### src/rtl/pmode_pkg.sv
package pmode_pkg;
  typedef enum logic [1:0] {
    OPM_SINGLE = 2'b00,
    OPM_EXPAND = 2'b01,
    OPM_MPU    = 2'b10,
    OPM_RSVD   = 2'b11
  } opmode_e;

  localparam int CFG_W      = 8;
  localparam int B_EXTBUS   = 0;
  localparam int B_RDY      = 1;
  localparam int B_ALE      = 2;
  localparam int B_HOLD     = 3;
  localparam int B_DPR      = 4;
  localparam int B_RCV_ON   = 5;
  localparam int B_RCV_TWO  = 6;
  localparam int B_ROM_FAST = 7;

  function automatic logic uses_ext_bus(opmode_e m);
    return (m == OPM_EXPAND) || (m == OPM_MPU);
  endfunction
endpackage

### src/rtl/pmode_store.sv
module pmode_store
  import pmode_pkg::*;
(
  input  logic             clk,
  input  logic             rst_n,
  input  logic             strap,
  input  logic             ext_mode,
  input  logic             wr,
  input  logic [CFG_W-1:0] wdata,
  output logic [CFG_W-1:0] q
);
  for (genvar b = 0; b < CFG_W; b++) begin : g_bit
    localparam bit STRAP_RST = (b == B_RDY) || (b == B_ALE) ||
                               (b == B_HOLD) || (b == B_RCV_ON);
    logic bit_q;
    assign q[b] = bit_q;

    if (b == B_RDY || b == B_HOLD) begin : g_clear_only
      logic lock_q;
      always_ff @(posedge clk) begin
        if (!rst_n) begin
          bit_q  <= strap;
          lock_q <= 1'b0;
        end else if (wr) begin
          if (ext_mode && bit_q && !wdata[b]) lock_q <= 1'b1;
          if (!(lock_q && wdata[b])) bit_q <= wdata[b];
        end
      end

      lock_holds_zero_chk: assert property (@(posedge clk) disable iff (!rst_n)
        lock_q |-> !bit_q);
    end else if (b == B_DPR) begin : g_once
      logic used_q;
      always_ff @(posedge clk) begin
        if (!rst_n) begin
          bit_q  <= 1'b0;
          used_q <= 1'b0;
        end else if (wr && !used_q && (wdata[b] != bit_q)) begin
          bit_q  <= wdata[b];
          used_q <= 1'b1;
        end
      end

      dpr_frozen_chk: assert property (@(posedge clk) disable iff (!rst_n)
        used_q |=> $stable(bit_q));
    end else begin : g_plain
      always_ff @(posedge clk) begin
        if (!rst_n)  bit_q <= STRAP_RST ? strap : 1'b0;
        else if (wr) bit_q <= wdata[b];
      end
    end
  end
endmodule

### src/rtl/pmode_outmap.sv
module pmode_outmap
  import pmode_pkg::*;
(
  input  logic             clk,
  input  logic             rst_n,
  input  opmode_e          mode,
  input  logic [CFG_W-1:0] q,
  output logic             rdy_sel,
  output logic             ale_sel,
  output logic             hold_sel,
  output logic [1:0]       rcv_cycles,
  output logic             ext_bus_sel,
  output logic             dpr_quad,
  output logic [1:0]       rom_clocks
);
  logic ext;
  assign ext = uses_ext_bus(mode);

  always_comb begin
    rdy_sel     = ext & q[B_RDY];
    ale_sel     = ext & q[B_ALE];
    hold_sel    = ext & q[B_HOLD];
    ext_bus_sel = q[B_EXTBUS];
    dpr_quad    = q[B_DPR];
    if (ext && q[B_RCV_ON]) rcv_cycles = q[B_RCV_TWO] ? 2'd2 : 2'd1;
    else                    rcv_cycles = 2'd0;
    if (mode == OPM_MPU)    rom_clocks = 2'd0;
    else                    rom_clocks = q[B_ROM_FAST] ? 2'd2 : 2'd3;
  end


  single_chip_pins_chk: assert property (@(posedge clk) disable iff (!rst_n)
    !ext |-> !(rdy_sel || ale_sel || hold_sel));

  rcv_range_chk: assert property (@(posedge clk) disable iff (!rst_n)
    rcv_cycles != 2'd3);

  rcv_single_chip_chk: assert property (@(posedge clk) disable iff (!rst_n)
    !ext |-> rcv_cycles == 2'd0);

  rom_unused_chk: assert property (@(posedge clk) disable iff (!rst_n)
    (mode == OPM_MPU) |-> rom_clocks == 2'd0);
endmodule

### src/rtl/pmode_cfg_reg.sv
module pmode_cfg_reg
  import pmode_pkg::*;
#(
  parameter int          ADDR_W   = 8,
  parameter logic [7:0]  REG_ADDR = 8'h5F
) (
  input  logic              clk,
  input  logic              rst_n,
  input  logic              mode_strap,
  input  logic [1:0]        op_mode,
  input  logic              cs,
  input  logic              wr_en,
  input  logic [ADDR_W-1:0] addr,
  input  logic [7:0]        wdata,
  output logic [7:0]        rdata,
  output logic              rdy_pin_sel,
  output logic              ale_pin_sel,
  output logic              hold_pin_sel,
  output logic [1:0]        rcv_cycles,
  output logic              ext_bus_sel,
  output logic              dpr_quad,
  output logic [1:0]        rom_clocks
);
  localparam logic [ADDR_W-1:0] MY_ADDR = ADDR_W'(REG_ADDR);

  opmode_e          mode;
  logic             hit, wr;
  logic [CFG_W-1:0] cfg_q;

  assign mode  = opmode_e'(op_mode);
  assign hit   = cs && (addr == MY_ADDR);
  assign wr    = hit && wr_en;
  assign rdata = hit ? cfg_q : '0;

  pmode_store u_store (
    .clk      (clk),
    .rst_n    (rst_n),
    .strap    (mode_strap),
    .ext_mode (uses_ext_bus(mode)),
    .wr       (wr),
    .wdata    (wdata),
    .q        (cfg_q)
  );

  pmode_outmap u_map (
    .clk         (clk),
    .rst_n       (rst_n),
    .mode        (mode),
    .q           (cfg_q),
    .rdy_sel     (rdy_pin_sel),
    .ale_sel     (ale_pin_sel),
    .hold_sel    (hold_pin_sel),
    .rcv_cycles  (rcv_cycles),
    .ext_bus_sel (ext_bus_sel),
    .dpr_quad    (dpr_quad),
    .rom_clocks  (rom_clocks)
  );


  no_stray_write_chk: assert property (@(posedge clk) disable iff (!rst_n)
    !(cs && wr_en && addr == MY_ADDR) |=> $stable(cfg_q));
endmodule

### config.mk
export PLATFORM = sky130hd
export DESIGN_NAME = pmode_cfg_reg
export DESIGN_NICKNAME = d
export VERILOG_FILES = /design/src/rtl/pmode_pkg.sv /design/src/rtl/pmode_store.sv /design/src/rtl/pmode_outmap.sv /design/src/rtl/pmode_cfg_reg.sv
export SDC_FILE = /design/constraint.sdc
export NUM_CORES = 1
export LEC_CHECK = 0
export BUFFER_PORTS_ARGS = -buffer_cell sky130_fd_sc_hd__clkbuf_2
export CAP_MARGIN = 40
export CORE_MARGIN = 2
export CORE_UTILIZATION = 44
export DETAILED_ROUTE_END_ITERATION = 10
export PLACE_DENSITY = 0.91
export SYNTH_ARGS = -nofsm -noshare
export SYNTH_HDL_FRONTEND = slang
export SYNTH_SLANG_ARGS = --single-unit
### constraint.sdc
create_clock -name clk -period 1.9 [get_ports clk]
set_input_delay 0.095 -clock clk [delete_from_list [all_inputs] [get_ports clk]]
set_output_delay 0.095 -clock clk [all_outputs]
set_load 0.02 [all_outputs]
==> impl_results.md <==
* Share of power burned in registers at 50.8%
* Category of the worst setup path launch point: input pin
* Highest fanout seen on the critical path at 10
* Maximum capacitance violations at 0
* Library cell appearing most often on the critical path: sky130_fd_sc_hd__clkbuf_2
* Power density relative to cell area at 570.0 nW/µm²
* Starting utilization of the core area at 48.59%
* Master of the slowest instance on the critical path: sky130_fd_sc_hd__nor3_2
* Reg clk slew, reported paths at 0.07 ns
* Final ANT Viol Nets at 0
* Clk network pwr share at 30.6%
* Grt ovf at 0
* Footprint of the flip-flops and latches at 260.3 µm²
* Die ar. at 1796 µm²
* Largest buffer count on any clock path at 2
* Setup violators final at 0
* Overall die width at 42.38 µm
* DRC violations left at 0
* Setup clock skew after layout at 0.002235 ns
* Predominant post-synthesis flop cell: sky130_fd_sc_hd__dfxtp_1
* Total internal power at 374.4 µW
* Critical Setup Path Class: in2out
* Run status: finished clean
* Hold Violations, Final at 0
* Net Switching at 131.2 µW
* Hold Worst Slack at 0.06145 ns
* Number of iterations in the first detailed-routing pass at 4
* Achievable frequency at 751.8 MHz
* Initial DRC count at 3
* Post-synthesis net count at 96
* Post-synthesis mux area share at 6.178%
* Inserted Diodes at 0
* Area of the placeable core at 1334 µm²
* Relative contribution of combinational cells to total power at 18.7%
* Main combinational cell family by area after synthesis: simple AND/OR/NAND/NOR gates
* Simple-gate portion of the synthesized area at 39.58%
* Delay of the slowest cell on the worst path at 0.43 ns
* Fin crit period at 1.330 ns
* Worst-case vdd ir drop at 0.4494 mV
* Complex-gate fraction of the synthesized area at 7.143%
* CP arrival at 1.24 ns
* Final cycle utilization of the critical path at 70.00%
* Syn_area_per_cell at 9.002 µm²
* Sequential-to-total area share from yosys stat at 40.15%
* Slew @ Worst Pin at 0.4940 ns
* Distinct cells, synth at 23
* Buffers & Inverters on Critical Path at 2
* Number of flops mapped to enable cells by yosys at 4
* FFs w/ async S/R, synth at 0%
* Detailed Route WL at 1.487 mm
* Family of cells with the greatest summed delay on the critical path: simple AND/OR/NAND/NOR gates
* Switching Share at 25.95%
* H-tree Lvls at 1
* Number of port buffers at 39
* Count of mapped cells out of synthesis at 72
* Global-route wire length before repair at 2.387 mm
* Initial antenna violation count at 0
* Number of rows created at floorplan at 13
* NumNets Final at 139
* Top-Level Pins at 40
* Number of post-CTS setup repair buffers at 0
* Share of synthesized cell area in full adder, half adder and majority cells at 1.931%
* Warnings, synthesis at 0
* Chain of cells forming the critical path: clkbuf_2 -> nand3b_1 -> nor3_2 -> and2_1 -> clkbuf_2
* Post-synthesis cell area at 648.1 µm²
* Static leakage at 0.0004512 µW
* Clock sink total at 11
* Post-Route Setup TNS at 0 ns
* Data required time at the worst endpoint at 1.80 ns
* Clk Tree Root Cell: sky130_fd_sc_hd__clkbuf_4
* Top-count cell post-synth: sky130_fd_sc_hd__nand2_1
* Via count of the first global-routing pass at 600
* Cell taking the most area after synthesis: sky130_fd_sc_hd__dfxtp_1
* Dominant cells by area after synthesis: sky130_fd_sc_hd__dfxtp_1, sky130_fd_sc_hd__edfxtp_1, sky130_fd_sc_hd__nand2_1, sky130_fd_sc_hd__and2_1, sky130_fd_sc_hd__mux2i_1
* Pin count of the biggest net entering global routing at 18
* Latest clock arrival within the worst-skew pair at 0.26 ns
* Worst hold path class: in2reg
* Cells resized by post-CTS repair at 0
* Number of placed instances with taps included at 125
* Setup repair after global routing missed its margin: false
* Multi-input logic area at 364.1 µm²
* Post-synthesis xor/xnor area fraction at 1.351%
* CTS buffer count at 3
* TritonCTS clock tree: built
* Worst setup EP type: primary output
* Vias post-DR at 634
* Slew Viols, Final at 0
* Total half-perimeter wirelength after legalization and detailed placement at 1.203 mm
* Global placement routability congestion at 0.7732
* Synth cell count leaders: sky130_fd_sc_hd__nand2_1, sky130_fd_sc_hd__and2_1, sky130_fd_sc_hd__dfxtp_1
* Fraction of synthesized cell area taken by the top area cell type at 21.62%
* Post-synthesis register bit count at 11
* Chip Height at 42.38 µm
* Register-to-register path setup slack at 0.92 ns
* Fill cell instance count of the final layout at 116
* Relative slew margins at 66.88%
* Fraction of final layout cells sized beyond drive strength 1 at 42.11%
* Post-Layout Cell Count at 129
* Hold-fix buffer count after cts at 0
* Global-route total usage across every layer at 17.52%
* Drt via density at 4.915
* WL/cell at 11.53 µm
* Synth-to-Final Area Change at 36.87%
[logic make-up (layout without fill, tap and decap cells)]
kind of cell             count (synthesis)  in the layout
buffers and inverters                    6             48
adder cells (fa/ha/maj)                  1              1
multiplexers                             4              4
AND/OR/NAND/NOR                         44             44
AO/OA/AOI/OAI                            5              5
XOR/XNOR                                 1              1
flip-flops                              11             11
[cells in the final DEF, fill, tap and decap left out, types with 2 or more instances in the layout]
master	synthesis	final
sky130_fd_sc_hd__clkbuf_2	0	39
sky130_fd_sc_hd__nand2_1	20	20
sky130_fd_sc_hd__and2_1	8	8
sky130_fd_sc_hd__dfxtp_1	7	7
sky130_fd_sc_hd__inv_1	4	4
sky130_fd_sc_hd__nor2_1	4	4
sky130_fd_sc_hd__mux2i_1	4	4
sky130_fd_sc_hd__edfxtp_1	4	4
sky130_fd_sc_hd__nor2b_1	3	3
sky130_fd_sc_hd__clkbuf_4	0	3
sky130_fd_sc_hd__nand2b_1	2	2
sky130_fd_sc_hd__a31o_2	2	2
sky130_fd_sc_hd__a32o_1	2	2
[power groups by stage]
stage / sequential, µW / combinational [µW] / clock (µW)
floorplan: 261 / 53.0 / 0
global placement: 261 / 91.2 / 0
detailed placement: 262 / 94.0 / 0
CTS: 257 / 94.4 / 159
global route: 259 / 103 / 167
finish: 257 / 94.4 / 155
[path summary, 6_finish.rpt]
| kind | startpoint | end | cells past startpoint |
|---|---|---|---|
| setup / recovery | addr[7] | rdata[1] | 5 |
| hold / removal | wdata[0] | u_store.g_bit[0].bit_q | 3 |
| setup reg to reg | u_store.g_bit[4].g_once.used_q | u_store.g_bit[4].bit_q | 3 |
| hold reg to reg | u_store.g_bit[1].g_clear_only.lock_q | u_store.g_bit[1].g_clear_only.lock_q | 1 |
[tightest hold or removal path, stage by stage]
cell,delay (ns)
sky130_fd_sc_hd__clkbuf_2,0.08
sky130_fd_sc_hd__nand2_1,0.05
sky130_fd_sc_hd__mux2i_1,0.06
[layout make-up]
type	instances	area share (%)
inverters	4	1.693
well taps	15	2.116
flip-flops and latches	11	29.34
clock buffers	4	2.962
multi-input cells	55	41.04
repair buffers	40	22.85
[registers in the layout, indices dropped and copies added, names as in the netlist]
signal	count
u_store.g_bit.bit_q	8
u_store.g_bit.g_clear_only.lock_q	2
u_store.g_bit.g_once.used_q	1
[per-stage QoR]
stage / util (%) / power, µW / setup WS, ns / area [µm²]
final: 66.51 / 505.6 / 0.5699 / 887.1
after global routing: 66.51 / 528.9 / 0.4557 / 887.1
after CTS: 66.51 / 510.2 / 0.5732 / 887.1
after detailed placement: 64.54 / 356.2 / 0.5299 / 860.8
after global placement: 64.54 / 352.6 / 0.5543 / 860.8
after floorplan: - / 313.9 / 0.7525 / 648.1
[metal layers]
| layer | wire (µm) | GRT usage [%] |
|---|---|---|
| met1 | 645 | 20.97 |
| met2 | 735 | 29.54 |
| met3 | 61 | 1.724 |
| met4 | 44 | 11.25 |
| met5 | 0 | 0 |
Note: power is estimated with default switching activity, not from simulation.
